[src/rtl/devctl_pkg.sv]
package devctl_pkg;
  // state encoding equals {done, busy} as seen in the status word
  typedef enum logic [1:0] {
    ST_IDLE = 2'b00,
    ST_WORK = 2'b01,
    ST_FIN  = 2'b10
  } dev_state_e;

  localparam logic [1:0] OP_NONE  = 2'd0;
  localparam logic [1:0] OP_READ  = 2'd1;
  localparam logic [1:0] OP_WRITE = 2'd2;
  localparam logic [1:0] OP_BAD   = 2'd3;

  localparam logic [3:0] ERR_NONE  = 4'd0;
  localparam logic [3:0] ERR_BUSY  = 4'd1;
  localparam logic [3:0] ERR_BADOP = 4'd2;

  localparam int OFS_CTRL = 0;
  localparam int OFS_STAT = 1;
  localparam int OFS_LAT  = 2;
  localparam int OFS_DATA = 8;

  localparam int BIT_IEN  = 4;
  localparam int BIT_ACK  = 1;
endpackage

[src/rtl/devctl_regdec.sv]
module devctl_regdec
  import devctl_pkg::*;
#(
  parameter int ADDR_W = 4,
  parameter int N_DATA = 4
) (
  input  logic              wr_en,
  input  logic [ADDR_W-1:0] addr,
  output logic              sel_ctrl,
  output logic              sel_stat,
  output logic              sel_lat,
  output logic [N_DATA-1:0] sel_data,
  output logic              wr_ctrl,
  output logic              wr_stat,
  output logic              wr_lat,
  output logic [N_DATA-1:0] wr_data
);
  assign sel_ctrl = (addr == ADDR_W'(OFS_CTRL));
  assign sel_stat = (addr == ADDR_W'(OFS_STAT));
  assign sel_lat  = (addr == ADDR_W'(OFS_LAT));
  assign wr_ctrl  = wr_en & sel_ctrl;
  assign wr_stat  = wr_en & sel_stat;
  assign wr_lat   = wr_en & sel_lat;

  for (genvar i = 0; i < N_DATA; i++) begin : g_dsel
    assign sel_data[i] = (addr == ADDR_W'(OFS_DATA + i));
    assign wr_data[i]  = wr_en & sel_data[i];
  end
endmodule

[src/rtl/devctl_fsm.sv]
module devctl_fsm
  import devctl_pkg::*;
#(
  parameter int LAT_W = 8
) (
  input  logic             clk,
  input  logic             rst_n,
  input  logic             cmd_wr,
  input  logic [1:0]       cmd_op,
  input  logic             cmd_ien,
  input  logic             ack_wr,
  input  logic             ack_bit,
  input  logic [LAT_W-1:0] lat,
  output logic             busy,
  output logic             done,
  output logic [3:0]       err,
  output logic [1:0]       op,
  output logic             ien,
  output logic             finish
);
  dev_state_e       st_q, st_d;
  logic [LAT_W-1:0] cnt_q, cnt_d;
  logic [3:0]       err_q, err_d;
  logic [1:0]       op_q, op_d;
  logic             ien_q, ien_d;
  logic             fsm_en;

  assign finish = (st_q == ST_WORK) && (cnt_q == '0);
  assign fsm_en = cmd_wr | ack_wr | (st_q == ST_WORK);

  always_comb begin
    st_d  = st_q;
    cnt_d = cnt_q;
    err_d = err_q;
    op_d  = op_q;
    ien_d = ien_q;
    case (st_q)
      ST_IDLE: begin
        if (cmd_wr) begin
          case (cmd_op)
            OP_NONE: ien_d = cmd_ien;
            OP_BAD:  err_d = ERR_BADOP;
            default: begin
              st_d  = ST_WORK;
              cnt_d = lat;
              err_d = ERR_NONE;
              op_d  = cmd_op;
              ien_d = cmd_ien;
            end
          endcase
        end
      end
      ST_WORK: begin
        if (cnt_q == '0) st_d = ST_FIN;
        else             cnt_d = cnt_q - 1'b1;
        if (cmd_wr) begin
          if (cmd_op == OP_NONE) ien_d = cmd_ien;
          else                   err_d = ERR_BUSY;
        end
      end
      default: begin
        if (cmd_wr) begin
          if (cmd_op == OP_NONE) ien_d = cmd_ien;
          else                   err_d = ERR_BUSY;
        end
        if (ack_wr && ack_bit) begin
          st_d  = ST_IDLE;
          err_d = ERR_NONE;
        end
      end
    endcase
  end

  always_ff @(posedge clk or negedge rst_n) begin
    if (!rst_n) begin
      st_q  <= ST_IDLE;
      cnt_q <= '0;
      err_q <= ERR_NONE;
      op_q  <= OP_NONE;
      ien_q <= 1'b0;
    end else if (fsm_en) begin
      st_q  <= st_d;
      cnt_q <= cnt_d;
      err_q <= err_d;
      op_q  <= op_d;
      ien_q <= ien_d;
    end
  end

  assign busy = st_q[0];
  assign done = st_q[1];
  assign err  = err_q;
  assign op   = op_q;
  assign ien  = ien_q;
endmodule

[src/rtl/devctl_databuf.sv]
module devctl_databuf
  import devctl_pkg::*;
#(
  parameter int DATA_W = 32,
  parameter int N_DATA = 4
) (
  input  logic                           clk,
  input  logic                           rst_n,
  input  logic [N_DATA-1:0]              wr_data,
  input  logic [DATA_W-1:0]              wdata,
  input  logic                           busy,
  input  logic                           finish,
  input  logic [1:0]                     op,
  output logic [N_DATA-1:0][DATA_W-1:0]  data_q
);
  localparam logic [DATA_W-1:0] REP = {(DATA_W/8){8'h01}};

  logic fin_rd, fin_wr;
  assign fin_rd = finish && (op == OP_READ);
  assign fin_wr = finish && (op == OP_WRITE);

  for (genvar i = 0; i < N_DATA; i++) begin : g_word
    localparam logic [DATA_W-1:0] PAT = REP * DATA_W'(i + 1);
    logic [DATA_W-1:0] store_q, store_d, data_d;
    logic              data_en, store_en;

    always_comb begin
      data_en  = fin_rd | (wr_data[i] & ~busy);
      data_d   = fin_rd ? (store_q ^ PAT) : wdata;
      store_en = fin_wr;
      store_d  = data_q[i];
    end

    always_ff @(posedge clk or negedge rst_n) begin
      if (!rst_n) begin
        data_q[i] <= '0;
        store_q   <= '0;
      end else begin
        if (data_en)  data_q[i] <= data_d;
        if (store_en) store_q   <= store_d;
      end
    end
  end
endmodule

[src/rtl/devctl_mmio.sv]
module devctl_mmio
  import devctl_pkg::*;
#(
  parameter int ADDR_W  = 4,
  parameter int DATA_W  = 32,
  parameter int N_DATA  = 4,
  parameter int LAT_W   = 8,
  parameter int DEF_LAT = 4
) (
  input  logic              clk,
  input  logic              rst_n,
  input  logic              wr_en,
  input  logic [ADDR_W-1:0] addr,
  input  logic [DATA_W-1:0] wdata,
  output logic [DATA_W-1:0] rdata,
  output logic              irq
);
  logic [1:0]               rst_sync_q;
  logic                     rst_sync_n;
  logic                     sel_ctrl, sel_stat, sel_lat;
  logic                     wr_ctrl, wr_stat, wr_lat;
  logic [N_DATA-1:0]        sel_data, wr_data;
  logic                     busy_w, done_w, ien_w, finish_w;
  logic [3:0]               err_w;
  logic [1:0]               op_w;
  logic [LAT_W-1:0]         lat_q;
  logic [N_DATA-1:0][DATA_W-1:0] data_w;

  always_ff @(posedge clk or negedge rst_n) begin
    if (!rst_n) rst_sync_q <= 2'b00;
    else        rst_sync_q <= {rst_sync_q[0], 1'b1};
  end
  assign rst_sync_n = rst_sync_q[1];

  devctl_regdec #(.ADDR_W(ADDR_W), .N_DATA(N_DATA)) u_dec (
    .wr_en(wr_en), .addr(addr),
    .sel_ctrl(sel_ctrl), .sel_stat(sel_stat), .sel_lat(sel_lat), .sel_data(sel_data),
    .wr_ctrl(wr_ctrl), .wr_stat(wr_stat), .wr_lat(wr_lat), .wr_data(wr_data)
  );

  always_ff @(posedge clk or negedge rst_sync_n) begin
    if (!rst_sync_n)  lat_q <= LAT_W'(DEF_LAT);
    else if (wr_lat)  lat_q <= wdata[LAT_W-1:0];
  end

  devctl_fsm #(.LAT_W(LAT_W)) u_fsm (
    .clk(clk), .rst_n(rst_sync_n),
    .cmd_wr(wr_ctrl), .cmd_op(wdata[1:0]), .cmd_ien(wdata[BIT_IEN]),
    .ack_wr(wr_stat), .ack_bit(wdata[BIT_ACK]), .lat(lat_q),
    .busy(busy_w), .done(done_w), .err(err_w), .op(op_w), .ien(ien_w),
    .finish(finish_w)
  );

  devctl_databuf #(.DATA_W(DATA_W), .N_DATA(N_DATA)) u_buf (
    .clk(clk), .rst_n(rst_sync_n), .wr_data(wr_data), .wdata(wdata),
    .busy(busy_w), .finish(finish_w), .op(op_w), .data_q(data_w)
  );

  always_comb begin
    rdata = '0;
    if (sel_ctrl) begin
      rdata[BIT_IEN] = ien_w;
      rdata[1:0]     = op_w;
    end
    if (sel_stat) rdata[7:0] = {err_w, 2'b00, done_w, busy_w};
    if (sel_lat)  rdata[LAT_W-1:0] = lat_q;
    for (int i = 0; i < N_DATA; i++) begin
      if (sel_data[i]) rdata = data_w[i];
    end
  end

  assign irq = ien_w & done_w;
endmodule

[config.mk]
export PLATFORM = sky130hd
export DESIGN_NAME = devctl_mmio
export DESIGN_NICKNAME = d
export VERILOG_FILES = /design/src/rtl/devctl_pkg.sv /design/src/rtl/devctl_regdec.sv /design/src/rtl/devctl_fsm.sv /design/src/rtl/devctl_databuf.sv /design/src/rtl/devctl_mmio.sv
export SDC_FILE = /design/constraint.sdc
export NUM_CORES = 1
export LEC_CHECK = 0
export BUFFER_PORTS_ARGS = -buffer_cell sky130_fd_sc_hd__buf_2
export CAP_MARGIN = 40
export CORE_MARGIN = 2
export CORE_UTILIZATION = 66
export CTS_CLUSTER_SIZE = 25
export DETAILED_ROUTE_END_ITERATION = 6
export HOLD_SLACK_MARGIN = 0.12
export MAX_ROUTING_LAYER = met4
export PLACE_DENSITY = 0.83
export SLEW_MARGIN = 25
export SYNTH_ARGS = -nofsm -noshare
export SYNTH_HDL_FRONTEND = slang
export SYNTH_SLANG_ARGS = --single-unit
[constraint.sdc]
create_clock -name clk -period 12.75 [get_ports clk]
set_input_delay 2.55 -clock clk [delete_from_list [all_inputs] [get_ports clk]]
set_output_delay 2.55 -clock clk [all_outputs]
set_load 0.01 [all_outputs]
Word-level counts from Yosys, hierarchy flattened:

Cells that the tools add are included.

* logic and storage cells: 105
* memories: 0
* ROM bits: 0
* latch bits: 0
* bits in writable memories: 0
* flip-flop bits (word level): 283

* bitwise operators: 24
* shift-type cells: 0
* reduce and logical (&&, ||, !) cells: 17
* $lt $le $gt $ge: 0
* muxes and demuxes: 32
* multiply operators: 0
* equality and inequality tests: 16
* divide/modulo/power cells: 0
* $add $sub $neg: 1

Operators by type and width (number)
* two-way mux 32 bit: 8
* two-way mux 8 bit: 5
* == test 4 bit (second input constant): 4
* two-way mux 4 bit: 4
* case mux 4 bit (2 select lines): 2
* case mux 8 bit (2 select lines): 1
* AND 1 bit: 12
* NOT 4 bit: 3
* two-way mux 2 bit: 5
* inequality test 2 bit (second input constant): 5
* AND reduction 5 bit: 2
* logical NOT 8 bit: 1
* NOT 8 bit: 1
* AND reduction 4 bit: 2
* subtractor 8 x 1 -> 8 bit (second input constant): 1
* two-way mux 1 bit: 6
* OR 1 bit: 6
* == test 2 x 1 -> 1 bit (second input constant): 2
* == test 2 bit (second input constant): 2
* == test 4 x 1 -> 1 bit (second input constant): 1
* == test 4 x 2 -> 1 bit (second input constant): 1
* logical AND 1 bit: 4
* logical NOT 2 bit: 2
* logical NOT 4 bit: 1
* other kinds (7): 9

Logic depth before layout (Yosys ltp):

Gate-level depths: netlist of the first run.

* word-level depth: 8
* mapped depth: 8
* gate-level depth less buffers: 6

Modules after synthesis:

Synthesis of the first run repeated with hierarchy kept, for this count alone.

* cell total of the unflattened synthesis: 1126
* area total of the unflattened synthesis: 13551.7 um2

Modules (own cells, without submodules)
* devctl_databuf: area each 10739.0 um2, cells an instance 810, times used 1
* devctl_mmio: area each 1770.4 um2, cells an instance 197, times used 1
* devctl_fsm: area each 934.6 um2, cells an instance 99, times used 1
* devctl_regdec: area each 107.6 um2, cells an instance 20, times used 1

Worst setup path before layout of the first run:

OpenSTA, ideal clock, no wires.

* path type: input -> output
* start: in addr[1]
* end: out rdata[3]
* data required time: 10.200 ns
* cell stages on the path: 5
* path buffers: 2
* data arrival time: 3.919 ns
* slack: 6.281 ns
* cell sequence: buf_2 > nor4b_2 > clkbuf_1 > a2bb2oi_1 > o21ai_0

* word-level cells in the longest chain between the ends: 6
* elaborated cells between the ends (all ways): 10
* classes of those cells: eq/ne (5); mux (5)

RTL lines
* start, declared: RTL line devctl_mmio.sv:13 `input logic [ADDR_W-1:0] addr,`
* == test 4 x 2 -> 1 bit: RTL line devctl_regdec.sv:20 `assign sel_lat = (addr == ADDR_W'(OFS_LAT));`
* two-way mux 8 bit: RTL line devctl_mmio.sv:66 `if (sel_lat) rdata[LAT_W-1:0] = lat_q;`
* two-way mux 32 bit (3 in a row): RTL line devctl_mmio.sv:68 `if (sel_data[i]) rdata = data_w[i];`
* two-way mux 32 bit (*): RTL line devctl_mmio.sv:68
* end, declared: RTL line devctl_mmio.sv:15 `output logic [DATA_W-1:0] rdata,`

Every way passes the cells marked *; elsewhere a longest branch is shown, timed or not.

Final worst setup path of the first run:

* start: in addr[0]
* end: out rdata[3]

Same word-level chain as after synthesis.

==> results.json, run 1 <==
{
  "finalNetCount": 1174,
  "cp-end-kind": "output pin",
  "rr_startpoint": "u_fsm.cnt_q[0]",
  "synth-edff-count": 0,
  "cp_max_fo": 27,
  "skew_ns": 0.0109,
  "cts_tree": "built",
  "drt-initial-drc-count": 592,
  "power.total_mw": 2.55,
  "ys_types": 53,
  "p_leak_nw": 8.20,
  "p_int_mw": 1.85,
  "cts_setup_buffers": 0,
  "slew_headroom_pct": 44.1,
  "dieWidth_um": 148,
  "die_area_mm2": 0.0218,
  "coreArea_mm2": 0.0202,
  "r2r_slack_ns": 8.96,
  "critPathLaunchType": "primary input",
  "setup_viol": 0,
  "netlist_instances": 1084,
  "synth_ff_type": "dfrtp_1",
  "path_cells": "buf_2 > buf_4 > buf_12 > nor4b_4 > buf_4 > a2bb2oi_1 > o21ai_0 > buf_2",
  "synth-seq-cells": 283,
  "hold_path_class": "flip-flop to asynchronous set/reset pin",
  "via_per_inst": 6.21,
  "cts_made_buffers": 29,
  "ys_seq_area_share_pct": 52.1,
  "drv_slew": 0,
  "vias": 8854,
  "power_frac_comb_pct": 14.7,
  "finalCritPeriodShare_pct": 57.1,
  "synth_area_leaders": "dfrtp_1, mux2i_1, mux2_4, a21oi_1, nor2_1",
  "nFillCells": 1290,
  "crit_slowest_cell": "nor4b_4",
  "yosysTopAreaCellShare_pct": 51.9,
  "drive_gt1_share_pct": 26.2,
  "switching_share_pct": 27.6,
  "reg2reg_depth": 9,
  "cp.required_ns": 10.20,
  "clock-sinks": 283,
  "holdBufCountCts": 0,
  "first_pass_iters": 5,
  "synth_fp_nets": 1126,
  "worstSetupPathType": "primary input to output pin",
  "synth_area_mm2": 0.0136,
  "die_y_um": 148,
  "synthArstFlopShare_pct": 100,
  "syn_area_per_cell_um2": 12.5,
  "cp.arrival_ns": 4.72,
  "rsz0062_at_grt": "false",
  "cpPeakStageDelay_ns": 0.58,
  "drtAntennaViolNets": 0,
  "grt_pass1_vias": 9313,
  "numPortBuffers": 71,
  "setup_tns_ns": 0,
  "clk_latency_ns": 0.54,
  "power_per_cell_area_mw_per_mm2": 168,
  "ys_warn_count": 0,
  "cts_resized": 0,
  "cts_buffer_depth": 3,
  "placed_area_mm2": 0.0140,
  "cts_root_buffer": "clkbuf_16",
  "drv_cap": 0,
  "status": "finished clean",
  "fin_area_mm2": 0.0152,
  "path_clk_slew_ns": 0.06,
  "yosys-top-cells-count": "dfrtp_1, mux2i_1, a21oi_1",
  "hold_violations": 0,
  "synth.most_common_cell": "dfrtp_1",
  "place_hpwl_um": 18100,
  "initial_core_util_pct": 67.2,
  "grt_use_total_pct": 30.0,
  "finalCriticalPeriod_ns": 7.27,
  "routabilityCongestion": 0.837,
  "clockPowerShare_pct": 37.7,
  "antenna_found_initial": 0,
  "routed_wl_um": 30900,
  "vdd_drop_max_uv": 153,
  "grt_first_pass_wirelength_um": 50800,
  "yosysTopAreaCell": "dfrtp_1",
  "max_freq_mhz": 137,
  "io_pins": 72,
  "seq_area_mm2": 0.00709,
  "grt_max_degree": 194,
  "worst_slew_pin_slew_ns": 0.839,
  "syn2layout_area_growth_pct": 11.9,
  "post_drt_wl_per_cell_um": 21.7,
  "drcViolationCount": 0,
  "row_count": 52,
  "ctsHtreeMaxLevel": 1,
  "multi_input_area_mm2": 0.00600,
  "pwr-share-seq_pct": 47.5,
  "r2r-end": "u_buf.g_word[1].store_q[15]",
  "p_sw_uw": 705,
  "overflow": 0
}
[metal layers]
metal	track usage, %	vias to the layer above	routed length (um)
met5	-	-	0
met4	8.56	0	828
met3	3.58	57	1350
met2	48.5	249	15400
met1	40.9	4591	13300
li1	-	3957	-
[registers in the layout, indices dropped and copies added, names as in the netlist]
register and count:
u_fsm.op 2, u_buf.g_word.store_d 128, u_fsm.cnt_q 8, rst_sync_q 2, u_buf.g_word.store_q 128, u_fsm.err 4
u_fsm.st_q 2, u_fsm.ien 1, lat_q 8
[layout by cell type, fill, tap and decap left out, drive strengths merged, types with 3 or more instances in the layout]
cell     netlist  final
o21ai         19     19
nand3b         4      4
nor2         124    124
mux2i        181    181
nor3           4      4
inv           11     12
mux4           3      3
a2bb2oi        5      5
a21oi        132    132
and3           3      3
and2           5      5
nand3          3      3
a221oi        11     11
bufinv         0      7
ha             3      3
nor4           3      3
a22oi         14     14
nor3b          3      3
dfrtp        282    282
o2bb2ai        4      4
nand2         13     13
o22ai          7      7
mux2         140    140
buf           37     94
nor2b          7      7
clkinv         0      6
clkbuf        40     39
[worst max-delay path: cells and delay by family]
| family | cells | cell delay (ns) |
|---|---|---|
| AO/OA/AOI/OAI | 2 | 0.37 |
| AND/OR/NAND/NOR | 1 | 0.58 |
| buffers and inverters | 5 | 1.20 |
[worst max-delay path by stage]
stage | cells past startpoint | to | from | slack, ns
2_1_floorplan | 0 | lat_q[0] | rst_sync_q[1] | 4.28
3_3_place_gp | 7 | rdata[3] | addr[0] | 5.63
3_5_place_dp | 7 | rdata[3] | addr[0] | 5.55
4_1_cts | 7 | rdata[3] | addr[0] | 5.53
5_1_grt | 8 | rdata[3] | addr[0] | 5.37
6_report | 8 | rdata[3] | addr[0] | 5.48
[through the flow]
stage | setup slack (ns) | util [%] | instances | hold WS (ns)
3_3_place_gp | 5.63 | 68.9 | 1362 | 0.176
5_1_grt | 5.37 | 75.2 | 1424 | 0.198
4_1_cts | 5.53 | 74.8 | 1421 | 0.181
6_report | 5.48 | 75.2 | 1425 | 0.177
3_5_place_dp | 5.55 | 69.4 | 1368 | 0.177
2_1_floorplan | 4.28 | - | 1084 | 0.331
[power by group through the flow]
stage                     clock (mW)  sequential [mW]  combinational [mW]
after floorplan                    0             1.18               0.275
after global placement             0             1.21               0.348
after detailed placement           0             1.22               0.368
after CTS                      0.971             1.21               0.377
after global routing            1.01             1.23               0.418
final                          0.963             1.21               0.376
[kinds of logic (layout without fill, tap and decap cells)]
family	Yosys count	in the layout	share of synthesized area [%]
multiplexers	324	324	28.7
AND/OR/NAND/NOR	182	182	6.28
adder cells (fa/ha/maj)	3	3	0.276
other	1	2	0.0276
buffers and inverters	88	158	4.02
flip-flops	283	283	52.1
AO/OA/AOI/OAI	203	203	8.61
[cell type report]
| cell class | count | area share, % |
|---|---|---|
| Multi-Input combinational cell | 713 | 39.5 |
| Tap cell | 270 | 2.22 |
| Clock buffer | 39 | 5.48 |
| Clock inverter | 14 | 1.73 |
| Antenna cell | 1 | 0.0164 |
| Timing Repair Buffer | 94 | 4.26 |
| Inverter | 11 | 0.271 |
| Sequential cell | 283 | 46.6 |
Power figures use the tool's default switching activity.
==> inputs of run 2 (changes only) <==
--- a/config.mk
+++ b/config.mk
@@ -8,12 +8,12 @@
 export BUFFER_PORTS_ARGS = -buffer_cell sky130_fd_sc_hd__buf_2
 export CAP_MARGIN = 40
 export CORE_MARGIN = 2
-export CORE_UTILIZATION = 66
+export CORE_UTILIZATION = 56
 export CTS_CLUSTER_SIZE = 25
 export DETAILED_ROUTE_END_ITERATION = 6
 export HOLD_SLACK_MARGIN = 0.12
 export MAX_ROUTING_LAYER = met4
-export PLACE_DENSITY = 0.83
+export PLACE_DENSITY = 0.75
 export SLEW_MARGIN = 25
 export SYNTH_ARGS = -nofsm -noshare
 export SYNTH_HDL_FRONTEND = slang
==> constraint.sdc (replaced) <==
create_clock -name clk -period 5.95 [get_ports clk]
set_input_delay 1.19 -clock clk [delete_from_list [all_inputs] [get_ports clk]]
set_output_delay 1.19 -clock clk [all_outputs]
set_load 0.01 [all_outputs]
==> results.json, run 2 (synthesis results as in run 1) <==
{
  "dieWidth_um": 160,
  "seq_area_mm2": 0.00709,
  "syn2layout_area_growth_pct": 11.3,
  "die_y_um": 160,
  "drv_cap": 0,
  "finalCritPeriodShare_pct": 72.5,
  "p_int_mw": 3.80,
  "grt_use_total_pct": 24.5,
  "numPortBuffers": 71,
  "finalNetCount": 1172,
  "grt_pass1_vias": 8967,
  "die_area_mm2": 0.0256,
  "clockPowerShare_pct": 35.6,
  "nFillCells": 1872,
  "critPathLaunchType": "primary input",
  "utilization_pct": 62.8,
  "drtAntennaViolNets": 0,
  "holdBufCountCts": 0,
  "worst_slew_pin_slew_ns": 0.782,
  "ctsHtreeMaxLevel": 1,
  "setup_viol": 0,
  "placed_area_mm2": 0.0141,
  "drcViolationCount": 0,
  "setup_tns_ns": 0,
  "critPathBufInv": 3,
  "critPathTopFamily": "buffers and inverters",
  "p_leak_nw": 8.14,
  "p_sw_mw": 1.46,
  "power_per_cell_area_mw_per_mm2": 347,
  "vdd_drop_max_uv": 229,
  "clock-sinks": 283,
  "drt-initial-drc-count": 718,
  "worstSetupPathType": "primary input to output pin",
  "place_ws_ns": 1.67,
  "cts_buffer_depth": 3,
  "fin_hold_ws_ns": 0.353,
  "max_freq_mhz": 232,
  "hold_path_class": "flip-flop to flip-flop",
  "dp_cells": 1422,
  "cpPeakStageDelay_ns": 0.62,
  "fin_ws_ns": 1.64,
  "grt_max_degree": 237,
  "routed_wl_um": 30100,
  "post_drt_wl_per_cell_um": 20.4,
  "rsz0062_at_grt": "false",
  "place_hpwl_um": 17900,
  "final_common_cell": "dfrtp_1",
  "hold_violations": 0,
  "path_clk_slew_ns": 0.06,
  "clk_latency_ns": 0.54,
  "row_count": 57,
  "power.total_mw": 5.26,
  "cp_max_fo": 25,
  "grt_first_pass_wirelength_um": 49100,
  "cts_tree": "built",
  "io_pins": 72,
  "cts_resized": 0,
  "slew_headroom_pct": 47.8,
  "via_per_inst": 5.87,
  "cp.arrival_ns": 3.12,
  "switching_share_pct": 27.8,
  "crit_slowest_cell": "nor4b_1",
  "cts_root_buffer": "clkbuf_16",
  "fin_area_mm2": 0.0151,
  "power_frac_comb_pct": 15.0,
  "routabilityCongestion": 0.817,
  "cts_setup_buffers": 0,
  "skew_ns": 0.0105,
  "status": "finished clean",
  "multi_input_area_mm2": 0.00600,
  "drive_gt1_share_pct": 25.9,
  "cp-end-kind": "output pin",
  "vias": 8657,
  "final_cells": 1476,
  "pwr-share-seq_pct": 49.4,
  "path_cells": "buf_2 > buf_4 > nor4b_1 > a21oi_1 > a21oi_1 > buf_2",
  "coreArea_mm2": 0.0241,
  "finalCriticalPeriod_ns": 4.31,
  "first_pass_iters": 5,
  "cts_made_buffers": 29,
  "drv_slew": 0,
  "antenna_found_initial": 1,
  "overflow": 0,
  "initial_core_util_pct": 56.4,
  "cp.required_ns": 4.76,
  "final_cell_mix": "dfrtp_1, mux2i_1, a21oi_1"
}
-- run 2: cell types whose count changed in the layout (fill, tap and decap cells not counted), sizes merged --
cell,delta
clkinv,+1
buf,-2
inv,-1
clkbuf,+3
bufinv,-4
-- run 2: worst paths after layout --
path,from,end,slack [ns],cells after the start
min in group asynchronous,rst_sync_q[1],u_buf.g_word[2].store_q[28],0.40,0
max in group asynchronous,rst_sync_q[1],u_buf.g_word[3].store_q[17],4.40,1
worst max register to register,u_fsm.cnt_q[0],u_buf.g_word[1].store_q[4],2.98,7
worst min register to register,rst_sync_q[0],rst_sync_q[1],0.35,0
worst min-delay path,rst_sync_q[0],rst_sync_q[1],0.35,0
worst max-delay path,addr[0],rdata[5],1.64,6
-- run 2: area by class of cell --
type | count | area share (%)
Antenna cell | 1 | 0.0165
Clock buffer | 42 | 5.71
Clock inverter | 10 | 0.827
Inverter | 11 | 0.273
Multi-Input combinational cell | 713 | 39.7
Sequential cell | 283 | 46.8
Tap cell | 324 | 2.68
Timing Repair Buffer | 92 | 4.02
-- run 2: layer usage --
metal | GRT usage [%] | vias to the layer above | routed length (um)
li1 | - | 3968 | -
met1 | 34.3 | 4438 | 13700
met2 | 38.5 | 214 | 14600
met3 | 3.71 | 37 | 1310
met4 | 5.00 | 0 | 500
met5 | - | - | 0
-- run 2: power groups by stage --
stage          Clock, mW  Sequential (mW)  Combinational [mW]
6_report            1.87             2.60               0.787
5_1_grt             1.97             2.64               0.883
2_1_floorplan          0             2.53               0.588
3_3_place_gp           0             2.61               0.749
3_5_place_dp           0             2.62               0.784
4_1_cts             1.90             2.60               0.794
==> inputs of run 3 (changes only) <==
==> constraint.sdc (replaced) <==
create_clock -name clk -period 3.7 [get_ports clk]
set_input_delay 0.74 -clock clk [delete_from_list [all_inputs] [get_ports clk]]
set_output_delay 0.74 -clock clk [all_outputs]
set_load 0.01 [all_outputs]
==> results.json, run 3 (synthesis results as in run 1) <==
{
  "row_count": 57,
  "final_cell_mix": "dfrtp_1, mux2i_1, a21oi_1",
  "rsz0062_at_grt": "false",
  "initial_core_util_pct": 56.4,
  "crit_slowest_cell": "nor4b_1",
  "hold_violations": 0,
  "grt_first_pass_wirelength_um": 48700,
  "antenna_found_initial": 0,
  "die_y_um": 160,
  "p_leak_nw": 8.14,
  "final_common_cell": "dfrtp_1",
  "place_hpwl_um": 17700,
  "cp.required_ns": 2.96,
  "grt_max_degree": 105,
  "routabilityCongestion": 0.815,
  "power_per_cell_area_mw_per_mm2": 542,
  "drtAntennaViolNets": 0,
  "p_sw_mw": 2.29,
  "finalCritPeriodShare_pct": 83.8,
  "skew_ns": 0.00711,
  "drt-initial-drc-count": 496,
  "drive_gt1_share_pct": 25.8,
  "vias": 8612,
  "status": "finished clean",
  "dieWidth_um": 160,
  "finalNetCount": 1183,
  "cp-end-kind": "output pin",
  "nFillCells": 1906,
  "io_pins": 72,
  "switching_share_pct": 27.8,
  "p_int_mw": 5.93,
  "clk_latency_ns": 0.54,
  "dp_cells": 1432,
  "vdd_drop_max_uv": 413,
  "die_area_mm2": 0.0256,
  "cts_made_buffers": 29,
  "drv_cap": 0,
  "cts_resized": 0,
  "hold_path_class": "flip-flop to asynchronous set/reset pin",
  "first_pass_iters": 7,
  "path_cells": "buf_2 > nor4b_1 > a21oi_1 > a21oi_1 > buf_2",
  "finalCriticalPeriod_ns": 3.10,
  "clockPowerShare_pct": 34.2,
  "grt_use_total_pct": 24.1,
  "cp.arrival_ns": 2.36,
  "cts_buffer_depth": 3,
  "drcViolationCount": 0,
  "numPortBuffers": 71,
  "power_frac_comb_pct": 15.2,
  "critPathLaunchType": "primary input",
  "n_antenna_cell": 0,
  "syn2layout_area_growth_pct": 11.4,
  "final_cells": 1486,
  "worst_slew_pin_slew_ns": 0.726,
  "routed_wl_um": 29400,
  "cts_tree": "built",
  "cpPeakStageDelay_ns": 0.66,
  "grt_pass1_vias": 8964,
  "ctsHtreeMaxLevel": 1,
  "cts_root_buffer": "clkbuf_16",
  "cp_max_fo": 19,
  "overflow": 0,
  "drv_slew": 0,
  "pwr-share-seq_pct": 50.5,
  "setup_tns_ns": 0,
  "clock-sinks": 283,
  "worstSetupPathType": "primary input to output pin",
  "coreArea_mm2": 0.0241,
  "post_drt_wl_per_cell_um": 19.8,
  "max_freq_mhz": 323,
  "path_clk_slew_ns": 0.06,
  "slew_headroom_pct": 50.9,
  "setup_viol": 0,
  "seq_area_mm2": 0.00709,
  "via_per_inst": 5.80,
  "multi_input_area_mm2": 0.00600
}
run 3: layout make-up:
class	instances	area share, %
Sequential cell	283	46.8
Timing Repair Buffer	103	4.66
Clock inverter	5	0.347
Inverter	11	0.273
Clock buffer	47	5.63
Tap cell	324	2.68
Multi-Input combinational cell	713	39.6
run 3: what timing repair did:
item | in CTS | in global routing
endpoints found under the setup margin | 0 | 0
hold buffers | 1 | 0
hold endpoints to repair | 2 | 0
buffers inserted | 0 | 0
run 3: worst max-delay path, delay by kind of cell:
family                 cells  cell delay [ns]
AOI/OAI and AO/OA          2             0.40
buffers and inverters      2             0.56
and+or+nand+nor            1             0.66
run 3: power by group through the flow:
stage	logic, mW	registers, mW	clock network, mW
after floorplan	0.946	4.07	0
after global placement	1.19	4.17	0
after detailed placement	1.24	4.20	0
after CTS	1.25	4.16	2.86
after global routing	1.41	4.23	2.99
final	1.25	4.15	2.81
run 3: metal layers:
metal,wire length (um),share of wire (%),vias up,track usage [%]
met3,1230,4.2,50,2.88
met5,0,0,-,-
met4,751,2.6,0,6.72
li1,-,-,3989,-
met1,14000,47,4381,34.8
met2,13500,46,192,36.4
run 3: final timing paths:
kind | to | cells past startpoint | startpoint | slack, ns
max | rdata[5] | 5 | addr[0] | 0.60
min | u_buf.g_word[3].store_q[30] | 0 | rst_sync_q[1] | 0.12
max reg2reg | u_buf.g_word[2].store_q[19] | 7 | u_fsm.cnt_q[0] | 0.77
min reg2reg | u_buf.g_word[3].store_q[30] | 0 | rst_sync_q[1] | 0.12
max in group asynchronous | u_buf.g_word[2].store_d[18] | 2 | rst_sync_q[1] | 2.61
min in group clk | rst_sync_q[1] | 0 | rst_sync_q[0] | 0.35
run 3: per-stage QoR:
| stage | total power, mW | cell area (um2) | utilization, % | worst slack (ns) | hold slack [ns] |
|---|---|---|---|---|---|
| 6_report | 8.21 | 15100 | 62.8 | 0.601 | 0.123 |
| 2_1_floorplan | 5.01 | 13600 | - | 0.851 | 0.331 |
| 5_1_grt | 8.63 | 15100 | 62.8 | 0.452 | 0.130 |
| 3_3_place_gp | 5.37 | 14200 | 58.9 | 0.680 | 0.337 |
| 4_1_cts | 8.27 | 15100 | 62.7 | 0.646 | 0.354 |
| 3_5_place_dp | 5.45 | 14200 | 58.9 | 0.677 | 0.339 |
